--- config.mk ---
export PLATFORM = sky130hd
export DESIGN_NAME = regalu_datapath
export DESIGN_NICKNAME = d
export VERILOG_FILES = /design/src/rtl/regalu_pkg.sv /design/src/rtl/regalu_src_mux.sv /design/src/rtl/regalu_dest_dec.sv /design/src/rtl/regalu_alu.sv /design/src/rtl/regalu_regfile.sv /design/src/rtl/regalu_datapath.sv
export SDC_FILE = /design/constraint.sdc
export NUM_CORES = 1
export LEC_CHECK = 0
export BUFFER_PORTS_ARGS = -buffer_cell sky130_fd_sc_hd__buf_2
export CORE_MARGIN = 2
export CORE_UTILIZATION = 35
export CTS_CLUSTER_DIAMETER = 30
export DETAILED_ROUTE_END_ITERATION = 7
export MAX_ROUTING_LAYER = met4
export PLACE_DENSITY = 0.6
export SYNTH_ARGS = -nofsm -noshare
export SYNTH_HDL_FRONTEND = slang
export SYNTH_SLANG_ARGS = --single-unit
--- constraint.sdc ---
create_clock -name clk -period 7.9 [get_ports clk]
set_clock_uncertainty 0.15 [all_clocks]
set_input_delay 1.58 -clock clk [delete_from_list [all_inputs] [get_ports clk]]
set_output_delay 1.58 -clock clk [all_outputs]
set_load 0.005 [all_outputs]
--- src/rtl/regalu_pkg.sv ---
package regalu_pkg;
  localparam int SEL_W  = 3;
  localparam int OP_W   = 5;
  localparam int CW_W   = 2 * SEL_W + SEL_W + OP_W;
  localparam int NREG   = (1 << SEL_W) - 1;

  typedef enum logic [OP_W-1:0] {
    OP_PASS = 5'd0,
    OP_INC  = 5'd1,
    OP_ADD  = 5'd2,
    OP_SUB  = 5'd3,
    OP_DEC  = 5'd4,
    OP_AND  = 5'd5,
    OP_OR   = 5'd6,
    OP_XOR  = 5'd7,
    OP_NOT  = 5'd8,
    OP_SHR  = 5'd9,
    OP_SHL  = 5'd10
  } alu_op_e;

  typedef struct packed {
    logic [SEL_W-1:0] src_a;
    logic [SEL_W-1:0] src_b;
    logic [SEL_W-1:0] dst;
    logic [OP_W-1:0]  op;
  } ctrl_word_t;
endpackage

--- src/rtl/regalu_src_mux.sv ---
module regalu_src_mux #(
  parameter int W     = 8,
  parameter int SEL_W = 3,
  parameter int NREG  = 7
) (
  input  logic [SEL_W-1:0]  sel,
  input  logic [W-1:0]      ext_data,
  input  logic [NREG*W-1:0] regs_flat,
  output logic [W-1:0]      bus
);
  // code 0 = external input, code k = register k (stored at slot k-1)
  always_comb begin
    bus = ext_data;
    for (int k = 1; k <= NREG; k++) begin
      if (sel == SEL_W'(k)) bus = regs_flat[(k-1)*W +: W];
    end
  end
endmodule

--- src/rtl/regalu_dest_dec.sv ---
module regalu_dest_dec #(
  parameter int SEL_W = 3,
  parameter int NREG  = 7
) (
  input  logic [SEL_W-1:0] dst,
  output logic [NREG-1:0]  wr_en
);
  // code 0 enables nothing; code k enables slot k-1
  for (genvar k = 0; k < NREG; k++) begin : g_dec
    assign wr_en[k] = (dst == SEL_W'(k + 1));
  end
endmodule

--- src/rtl/regalu_alu.sv ---
module regalu_alu
  import regalu_pkg::*;
#(
  parameter int W = 8
) (
  input  logic [OP_W-1:0] op,
  input  logic [W-1:0]    a,
  input  logic [W-1:0]    b,
  output logic [W-1:0]    y
);
  always_comb begin
    case (op)
      OP_INC:  y = a + W'(1);
      OP_ADD:  y = a + b;
      OP_SUB:  y = a - b;
      OP_DEC:  y = a - W'(1);
      OP_AND:  y = a & b;
      OP_OR:   y = a | b;
      OP_XOR:  y = a ^ b;
      OP_NOT:  y = ~a;
      OP_SHR:  y = {1'b0, a[W-1:1]};
      OP_SHL:  y = {a[W-2:0], 1'b0};
      default: y = a;            // OP_PASS and every unused code
    endcase
  end
endmodule

--- src/rtl/regalu_regfile.sv ---
module regalu_regfile #(
  parameter int W    = 8,
  parameter int NREG = 7
) (
  input  logic              clk,
  input  logic              rst_n,
  input  logic [NREG-1:0]   wr_en,
  input  logic [W-1:0]      wr_data,
  output logic [NREG*W-1:0] regs_flat
);
  for (genvar k = 0; k < NREG; k++) begin : g_reg
    logic [W-1:0] q;
    always_ff @(posedge clk or negedge rst_n) begin
      if (!rst_n)        q <= '0;
      else if (wr_en[k]) q <= wr_data;
    end
    assign regs_flat[k*W +: W] = q;
  end
endmodule

--- src/rtl/regalu_datapath.sv ---
module regalu_datapath
  import regalu_pkg::*;
#(
  parameter int DATA_W = 8
) (
  input  logic              clk,
  input  logic              rst_n,
  input  logic [CW_W-1:0]   ctrl_word,
  input  logic [DATA_W-1:0] ext_in,
  output logic [DATA_W-1:0] ext_out
);
  ctrl_word_t               cw;
  logic [DATA_W-1:0]        bus_a, bus_b, alu_y;
  logic [NREG-1:0]          wr_en;
  logic [NREG*DATA_W-1:0]   regs_flat;

  assign cw = ctrl_word_t'(ctrl_word);

  regalu_src_mux #(.W(DATA_W), .SEL_W(SEL_W), .NREG(NREG)) u_mux_a (
    .sel(cw.src_a), .ext_data(ext_in), .regs_flat(regs_flat), .bus(bus_a));

  regalu_src_mux #(.W(DATA_W), .SEL_W(SEL_W), .NREG(NREG)) u_mux_b (
    .sel(cw.src_b), .ext_data(ext_in), .regs_flat(regs_flat), .bus(bus_b));

  regalu_alu #(.W(DATA_W)) u_alu (
    .op(cw.op), .a(bus_a), .b(bus_b), .y(alu_y));

  regalu_dest_dec #(.SEL_W(SEL_W), .NREG(NREG)) u_dec (
    .dst(cw.dst), .wr_en(wr_en));

  regalu_regfile #(.W(DATA_W), .NREG(NREG)) u_rf (
    .clk(clk), .rst_n(rst_n), .wr_en(wr_en), .wr_data(alu_y),
    .regs_flat(regs_flat));

  assign ext_out = alu_y;
endmodule

==> flow_summary.yaml, run 1 <==
global_route:
  grt.met2_usage_pct: 30.01
  grt_use_met1_pct: 24.90
  grt_pass1_wl_um: 20510
  top_usage_layer: "met2"
  gr-total-overflow: 0
  track_usage_pct: 18.89
  grt_use_met3_pct: 1.793
  antenna_found_initial: 0
  grt_max_degree: 57
  grt_pass1_vias: 3826
critical_path:
  crit_path_start: "ctrl_word[9]"
  crit_type: "in2out"
  r2r_setup_slack_ns: 3.55
  slowest_stage: "mux4_2"
  cp.arrival_ns: 5.50
  cp.required_ns: 6.17
  r2r-end: "u_rf.g_reg[4].q[5]"
  max_stage_delay_ns: 0.57
  cpMostUsedCell: "nor2_1"
  crit_chain: "buf_2, mux4_2, mux2i_4, ha_1, nor2_1, nor2_1, nor2_1, a31oi_1, nor3_1, ha_1, nor2b_1, o21ai_0, a21boi_1, o21ai_0, nor2b_1, xnor2_1, a2111oi_2, inv_1, buf_2"
  endpoint_kind: "primary output"
  start_kind: "input port"
  r2r-start: "u_rf.g_reg[1].q[0]"
  cp_max_fo: 13
  reg2reg_depth: 18
cells_and_area:
  reg.largest.list: "u_rf.g.q: 56 flops"
  fin_nets: 570
  diodes: 0
  area_growth_pct: 10.20
  final_layout_size_suffix_gt1_share_pct: 18.77
  largest_reg_flops: 56
  top_register: "u_rf.g.q"
  fillers: 1298
sta:
  worst_slew_pin_slew_ns: 0.7532
  rsz0062_at_grt: "false"
  slew_viol_final: 0
  setup_ws_ns: 0.6697
  relSlewSlack_pct: 48.35
  setup_viol: 0
  period_needed_ns: 7.230
  hold_viol: 0
  setup_tns_ns: 0
  finalCritPeriodShare_pct: 91.52
  fmax_mhz: 138.3
synth:
  ys_seq_elements: 56
  ys_seq_area_share_pct: 30.96
  syn_area_per_cell_um2: 8.997
  synthArstFlopShare_pct: 100.0
  synth_edf_count: 0
  synth_area_mm2: 0.004526
  syn-num-nets: 551
  ys.flop_type: "dfrtp_1"
  ys_types: 60
  yosysWarnings: 0
  synth_cells: 503
clock_tree:
  ctsResizeCount: 0
  cts_buffer_depth: 2
  cts_hold_buf: 0
  clk_latency_ns: 0.30
  cts_max_level: 2
  clock-sinks: 56
  numCtsBuffers: 5
  cts_tree: "yes"
  clkTransAtPathRegs_ns: 0.06
  cts_setup_buffers: 0
  cts-root-buf: "clkbuf_16"
route:
  dr.pass1.iters: 5
  drc_errors: 0
  viasPerCell: 5.647
  vias: 3919
  drt-total-wl_um: 12400
  wl_per_cell_um: 17.87
  drt_iter0_markers: 427
  postRouteAntennaNets: 0
pwr:
  power.switching_uw: 472.7
  combinationalPowerShare_pct: 45.0
  leakage_nw: 2.295
  vdd_ir_drop_max_mv: 0.09105
  power_density_mw_per_mm2: 242.9
  clockPowerShare_pct: 17.5
  intPower_uw: 738.7
  power.share.sequential_pct: 37.5
  total_power_mw: 1.211
  switching_share_pct: 39.02
worst_hold_path:
  min_to: "u_rf.g_reg[2].q[3]"
  min_path_type: "reg2reg"
  hp-start: "u_rf.g_reg[2].q[3]"
  min_path_cells: 2
floorplan:
  rows: 41
  ios: 32
  die_h_um: 117.7
  die_width_um: 117.7
  die-area_mm2: 0.01386
  start_util_pct: 35.86
  coreArea_mm2: 0.01262
placement:
  gp_congestion: 0.9947
  detailedPlace.worstSlack_ns: 0.6952
  io_buffers: 31
  dp_hpwl_um: 9496
run_status:
  outcome: "finished clean"
flow_run:
  maxCapViolations: 0
[synth_stat cells (10+ instances only)]
cell / instances / share of area (%)
mux4_2: 22 / 11
a21oi_1: 17 / 1.9
nand2_1: 67 / 5.6
mux2_2: 11 / 2.7
nor2_1: 23 / 1.9
mux2i_1: 25 / 5.5
nor2b_1: 10 / 1.4
o21ai_0: 10 / 1.1
inv_1: 36 / 3.0
o21ai_1: 59 / 6.5
ha_1: 23 / 6.4
clkbuf_1: 22 / 1.8
nor3_1: 10 / 1.1
dfrtp_1: 56 / 31
[final cells by class]
class / count / area [um^2] / share of cell area (%)
clock buffers: 6 / 128.9 / 2.584
repair buffers: 45 / 260.3 / 5.218
clock inverters: 1 / 5.005 / 0.1004
well taps: 172 / 215.2 / 4.315
multi-input cells: 374 / 2826 / 56.67
flip-flops and latches: 56 / 1401 / 28.10
inverters: 40 / 150.1 / 3.011
[power groups by stage]
| stage | Sequential [mW] | Combinational, mW | Clock (mW) |
|---|---|---|---|
| floorplan | 0.427 | 0.391 | 0 |
| global placement | 0.454 | 0.526 | 0 |
| detailed placement | 0.458 | 0.540 | 0 |
| CTS | 0.452 | 0.543 | 0.217 |
| global route | 0.467 | 0.611 | 0.228 |
| finish | 0.454 | 0.545 | 0.212 |
[per-stage QoR]
step | hold slack (ns) | area, um^2 | util [%] | std cells
floorplan | 0.3139 | 4526 | - | 503
global route | 0.3927 | 4987 | 39.52 | 694
finish | 0.3608 | 4987 | 39.52 | 694
CTS | 0.3620 | 4987 | 39.52 | 694
global placement | 0.3354 | 4853 | 38.46 | 687
detailed placement | 0.3450 | 4853 | 38.46 | 687
[worst max-delay path by stage]
stage / to / slack (ns) / depth (start not counted)
2_1_floorplan: ext_out[5] / 1.09 / 20
3_3_place_gp: ext_out[5] / 0.74 / 19
3_5_place_dp: ext_out[5] / 0.70 / 19
4_1_cts: ext_out[5] / 0.68 / 19
5_1_grt: ext_out[5] / 0.27 / 20
6_report: ext_out[5] / 0.67 / 19
[critical path: cells and delay by family]
family | cells | cell delay (ns)
buffers and inverters | 3 | 0.48
adders and majority gates | 2 | 0.56
xor gates and xnor gates | 1 | 0.10
and+or+nand+nor | 6 | 0.92
AOI/OAI and AO/OA | 5 | 1.03
muxes | 2 | 0.82
[layer usage]
layer  part of all wire, %  vias up
met3                   5.0       20
li1                      -     1865
met5                     0        -
met4                   2.5        0
met2                    48      145
met1                    44     1889
[cell families (layout without fill, tap and decap cells)]
kind of cell,after synthesis,count (layout),share of synthesized area (%)
adder cells (fa/ha/maj),24,24,6.801
flip-flops,56,56,30.96
multiplexers,61,61,20.54
XOR/XNOR,6,6,1.161
buffers and inverters,73,92,6.580
AND/OR/NAND/NOR,146,146,15.23
AO/OA/AOI/OAI,137,137,18.72
[cells in the final DEF, fill, tap and decap left out, types with 2 or more instances in the layout]
cell	instances
o32a_1	2
a221oi_1	4
ha_1	23
buf_2	31
o22ai_1	7
mux2_2	11
o221ai_1	6
a22oi_1	5
a311oi_1	2
inv_1	36
a31oi_1	5
o21ai_1	59
nand2_1	67
nand3b_1	4
inv_2	4
a21oi_1	17
dfrtp_1	56
and2_1	5
nand4_1	2
a21o_1	2
nor2_1	23
xor2_1	2
o31a_1	2
xnor2_1	4
and3_1	4
nand3_1	4
or3_1	3
or3b_2	3
mux4_2	22
nand2b_1	9
nor3_1	10
clkbuf_16	5
o21ai_0	10
mux2i_1	25
buf_4	14
nor2b_1	10
Note: power is estimated with default switching activity, not from simulation.
==> run 2, diff against run 1 <==
Settings changed: CELL_PAD_IN_SITES_DETAIL_PLACEMENT set to 0, CELL_PAD_IN_SITES_GLOBAL_PLACEMENT set to 1, PLACE_DENSITY 0.6 to 0.72, SLEW_MARGIN set to 25.
==> run 2 against run 1 <==
First-iteration DRC count shrank 20%. Core utilization grew 0.12 points. Flip-flop and latch count is the same. Clock-buffer cell count shrank 1. Global-route usage grew 0.31 points. Maximum frequency shrank 2.3%. Critical path type unchanged. Clock power grew 21%. Sequential share of layout area shrank 0.084 points. Critical path depth is the same.
==> flow_summary.yaml, run 2 (same netlist as run 1, synthesis figures left out) <==
critical_path:
  cp.arrival_ns: 5.67
  max_stage_delay_ns: 0.42
  endpoint_kind: "primary output"
  cp.required_ns: 6.17
  crit_chain: "buf_2, mux2_2, a221oi_1, o31a_1, inv_1, or3_1, nand3_1, a21oi_1, a31oi_1, nor3_1, ha_1, or3_1, o21ai_0, a21oi_1, xnor2_1, xnor2_1, a21oi_2, inv_1, buf_2"
  start_kind: "input port"
  crit_type: "in2out"
  cp_max_fo: 24
  slowest_stage: "or3_1"
placement:
  io_buffers: 31
  dp_hpwl_um: 9609
  postPlaceCellArea_mm2: 0.004831
  detailedPlace.worstSlack_ns: 0.5510
  gp_congestion: 0.8889
cells_and_area:
  multiInputGateArea_mm2: 0.002826
  layout_common_cells: "67 x nand2_1, 59 x o21ai_1, 56 x dfrtp_1"
  reg.largest.list: "u_rf.g.q: 56 flops"
  fillers: 1301
  largest_reg_flops: 56
  area_growth_pct: 10.53
  layout_commonest_cell: "nand2_1"
  final_layout_size_suffix_gt1_share_pct: 18.65
  diodes: 0
  top_register: "u_rf.g.q"
  seqCellArea_mm2: 0.001401
  stdcell_area_mm2: 0.005002
  fin_nets: 567
floorplan:
  rows: 41
  coreArea_mm2: 0.01262
  die-area_mm2: 0.01386
  ios: 32
  die_width_um: 117.7
  start_util_pct: 35.86
  die_h_um: 117.7
sta:
  setup_ws_ns: 0.4970
  worst_slew_pin_slew_ns: 0.8069
  slew_viol_final: 0
  fmax_mhz: 135.1
  rsz0062_at_grt: "false"
  period_needed_ns: 7.403
  setup_tns_ns: 0
  relSlewSlack_pct: 46.05
  hold_viol: 0
  setup_viol: 0
  finalCritPeriodShare_pct: 93.71
pwr:
  power_density_mw_per_mm2: 248.9
  vdd_ir_drop_max_mv: 0.1140
  leakage_nw: 2.295
  total_power_mw: 1.245
route:
  drt-total-wl_um: 12660
  wl_per_cell_um: 18.30
  drc_errors: 0
  drt_iter0_markers: 343
  postRouteAntennaNets: 0
  dr.pass1.iters: 5
  vias: 3918
  viasPerCell: 5.662
clock_tree:
  ctsResizeCount: 0
  cts_max_level: 2
  cts-root-buf: "clkbuf_16"
  cts_buffer_depth: 2
  clock-sinks: 56
  clkTransAtPathRegs_ns: 0.07
  cts_hold_buf: 0
  clk_latency_ns: 0.30
  numCtsBuffers: 5
  cts_tree: "yes"
  cts_setup_buffers: 0
global_route:
  grt_max_degree: 57
  track_usage_pct: 19.20
  grt_pass1_vias: 3834
  grt_pass1_wl_um: 20870
  antenna_found_initial: 0
  gr-total-overflow: 0
flow_run:
  maxCapViolations: 0
run_status:
  outcome: "finished clean"
worst_hold_path:
  min_path_type: "reg2reg"
## run 2: layout make-up
cell class,instances,share of cell area [%]
Multi-Input combinational cell,374,56.50
Inverter,40,3.001
Sequential cell,56,28.01
Timing Repair Buffer,42,4.752
Tap cell,172,4.302
Clock buffer,5,2.501
Clock inverter,3,0.9255
## run 2: path summary, 6_finish.rpt
kind	from	to	slack, ns	depth (start not counted)
worst min-delay path	u_rf.g_reg[1].q[2]	u_rf.g_reg[1].q[2]	0.36	2
worst max-delay path	ctrl_word[10]	ext_out[7]	0.50	19
worst max register to register	u_rf.g_reg[6].q[0]	u_rf.g_reg[4].q[5]	3.58	18
worst min register to register	u_rf.g_reg[1].q[2]	u_rf.g_reg[1].q[2]	0.36	2
min in group asynchronous	rst_n	u_rf.g_reg[2].q[0]	1.26	2
max in group asynchronous	rst_n	u_rf.g_reg[5].q[5]	5.85	2
## run 2: where the power goes
| part | internal, mW | switching, mW | leakage, nW |
|---|---|---|---|
| Combinational | 0.240 | 0.294 | 1.50 |
| Sequential | 0.376 | 0.0795 | 0.713 |
| Clock | 0.151 | 0.105 | 0.0804 |
| Total | 0.767 | 0.478 | 2.29 |
## run 2: through the flow
stage,utilization (%),cells,hold slack [ns]
detailed placement,38.28,684,0.3518
floorplan,-,503,0.3139
global route,39.64,692,0.3937
finish,39.64,692,0.3631
CTS,39.64,692,0.3677
global placement,38.28,684,0.3341
## run 2: routing by layer
metal | part of all wire [%] | GRT usage [%]
met5 | 0 | -
met2 | 47 | 29.91
met4 | 2.2 | 5.949
met3 | 5.1 | 1.744
met1 | 46 | 26.65
## run 2: worst max-delay path, delay by kind of cell
family                   cells  cell delay, ns
AO/OA/AOI/OAI                7            1.40
XOR/XNOR                     2            0.34
adder cells (fa/ha/maj)      1            0.32
buffers and inverters        4            0.68
multiplexers                 1            0.40
AND/OR/NAND/NOR              4            0.92
==> run 3, diff against run 2 <==
--- a/config.mk
+++ b/config.mk
@@ -15,5 +15,5 @@
 export MAX_ROUTING_LAYER = met4
 export PLACE_DENSITY = 0.72
-export SLEW_MARGIN = 25
+export SLEW_MARGIN = 20
 export SYNTH_ARGS = -nofsm -noshare
 export SYNTH_HDL_FRONTEND = slang
==> constraint.sdc (replaced) <==
create_clock -name clk -period 7.9 [get_ports clk]
set_clock_uncertainty 0.15 [all_clocks]
set_input_delay 0.79 -clock clk [delete_from_list [all_inputs] [get_ports clk]]
set_output_delay 0.79 -clock clk [all_outputs]
set_load 0.005 [all_outputs]
==> run 3 against run 2 <==
Via count is 1.1% lower. Final cell count down 1.3%. Die area did not move. Maximum frequency up 17%. Sequential power fell by 1%. Hold slack lost 0.0051 ns.
==> flow_summary.yaml, run 3 (same netlist as run 1, synthesis figures left out) <==
clock_tree:
  cts_setup_buffers: 0
  cts_hold_buf: 0
  cts_buffer_depth: 2
  ctsResizeCount: 0
  clock-sinks: 56
  cts_max_level: 2
  cts_tree: "yes"
  clkTransAtPathRegs_ns: 0.07
  cts-root-buf: "clkbuf_16"
  numCtsBuffers: 5
  clk_latency_ns: 0.30
pwr:
  power_density_mw_per_mm2: 247.7
  leakage_nw: 2.251
  vdd_ir_drop_max_mv: 0.1057
critical_path:
  max_stage_delay_ns: 0.81
  cp.required_ns: 6.96
  slowest_stage: "a2111oi_2"
  endpoint_kind: "primary output"
  cpMostUsedCell: "nor2_1"
  cp_max_fo: 28
  crit_type: "in2out"
  reg2reg_depth: 17
  start_kind: "input port"
  cp.arrival_ns: 5.38
  crit_chain: "buf_2, mux4_2, mux2i_4, ha_1, nor2_1, nor2_1, nor2_1, a31oi_1, nor3_1, ha_1, nor2b_1, o21ai_0, a21boi_1, o21ai_0, nor2b_1, xnor2_1, a2111oi_2, inv_1, buf_2"
route:
  dr.pass1.iters: 5
  drc_errors: 0
  vias: 3873
  drt-total-wl_um: 12360
  viasPerCell: 5.671
  drt_iter0_markers: 303
  postRouteAntennaNets: 0
  wl_per_cell_um: 18.09
cells_and_area:
  reg.largest.list: "u_rf.g.q: 56 flops"
  top_register: "u_rf.g.q"
  layout_common_cells: "67 x nand2_1, 59 x o21ai_1, 56 x dfrtp_1"
  diodes: 0
  seqCellArea_mm2: 0.001401
  largest_reg_flops: 56
  final_layout_size_suffix_gt1_share_pct: 17.22
  fillers: 1297
  area_growth_pct: 8.902
  final_util_pct: 39.05
  multiInputGateArea_mm2: 0.002826
  fin_nets: 558
  layout_commonest_cell: "nand2_1"
sta:
  finalCritPeriodShare_pct: 80.03
  slew_viol_final: 0
  relSlewSlack_pct: 43.37
  setup_viol: 0
  fmax_mhz: 158.2
  setup_tns_ns: 0
  hold_viol: 0
  rsz0062_at_grt: "false"
  period_needed_ns: 6.322
  worst_slew_pin_slew_ns: 0.8478
worst_hold_path:
  min_path_type: "reg2reg"
  min_path_cells: 2
global_route:
  grt_pass1_vias: 3738
  gr-total-overflow: 0
  antenna_found_initial: 0
  grt_max_degree: 57
  track_usage_pct: 18.90
  grt_pass1_wl_um: 20470
placement:
  dp_hpwl_um: 9227
  io_buffers: 31
  gp_congestion: 0.9571
run_status:
  outcome: "finished clean"
floorplan:
  die_width_um: 117.7
  ios: 32
  start_util_pct: 35.86
  die-area_mm2: 0.01386
  die_h_um: 117.7
  coreArea_mm2: 0.01262
  rows: 41
flow_run:
  maxCapViolations: 0
## run 3: final cells by class
cell class              count  area share (%)
clock buffers               5           2.539
inverters                  40           3.046
well taps                 172           4.367
repair buffers             33           3.402
multi-input cells         374           57.35
flip-flops and latches     56           28.43
clock inverters             3          0.8632
## run 3: routing by layer
| metal | GRT usage, % | wire length, um | up-vias |
|---|---|---|---|
| met5 | - | 0 | - |
| met4 | 6.250 | 326 | 0 |
| met2 | 29.91 | 5856 | 112 |
| met3 | 2.277 | 566 | 18 |
| li1 | - | - | 1845 |
| met1 | 25.31 | 5607 | 1898 |
## run 3: path summary, 6_finish.rpt
path / start / endpoint / slack [ns]
setup / recovery: ctrl_word[9] / ext_out[5] / 1.58
hold / removal: u_rf.g_reg[2].q[4] / u_rf.g_reg[2].q[4] / 0.36
setup reg to reg: u_rf.g_reg[5].q[0] / u_rf.g_reg[1].q[5] / 3.31
hold reg to reg: u_rf.g_reg[2].q[4] / u_rf.g_reg[2].q[4] / 0.36
max in group asynchronous: rst_n / u_rf.g_reg[0].q[5] / 6.63
min in group asynchronous: rst_n / u_rf.g_reg[0].q[0] / 0.45
## run 3: worst max-delay path, delay by kind of cell
kind,cells,cell delay [ns]
simple gates,6,0.87
xor+xnor,1,0.10
mux,2,0.87
compound gates,5,1.44
buf+inv,3,0.73
fa+ha+maj,2,0.56
## run 3: through the flow
step           setup WS, ns  instances  power, mW  hold slack, ns  area, um^2
2_1_floorplan         2.668        503     0.8181          0.3139        4526
3_3_place_gp          1.620        674     0.9547          0.3364        4756
3_5_place_dp          1.548        675     0.9718          0.3481        4761
4_1_cts               1.543        683      1.225          0.3636        4928
5_1_grt               1.054        683      1.319          0.3856        4928
6_report              1.578        683      1.221          0.3581        4928
## run 3: power breakdown
part / switching, mW / leakage, nW / internal [mW] / total, mW
sequential: 0.0745 / 0.713 / 0.376 / 0.451
combinational: 0.293 / 1.46 / 0.227 / 0.520
clock: 0.101 / 0.0798 / 0.149 / 0.250
total: 0.469 / 2.25 / 0.752 / 1.22
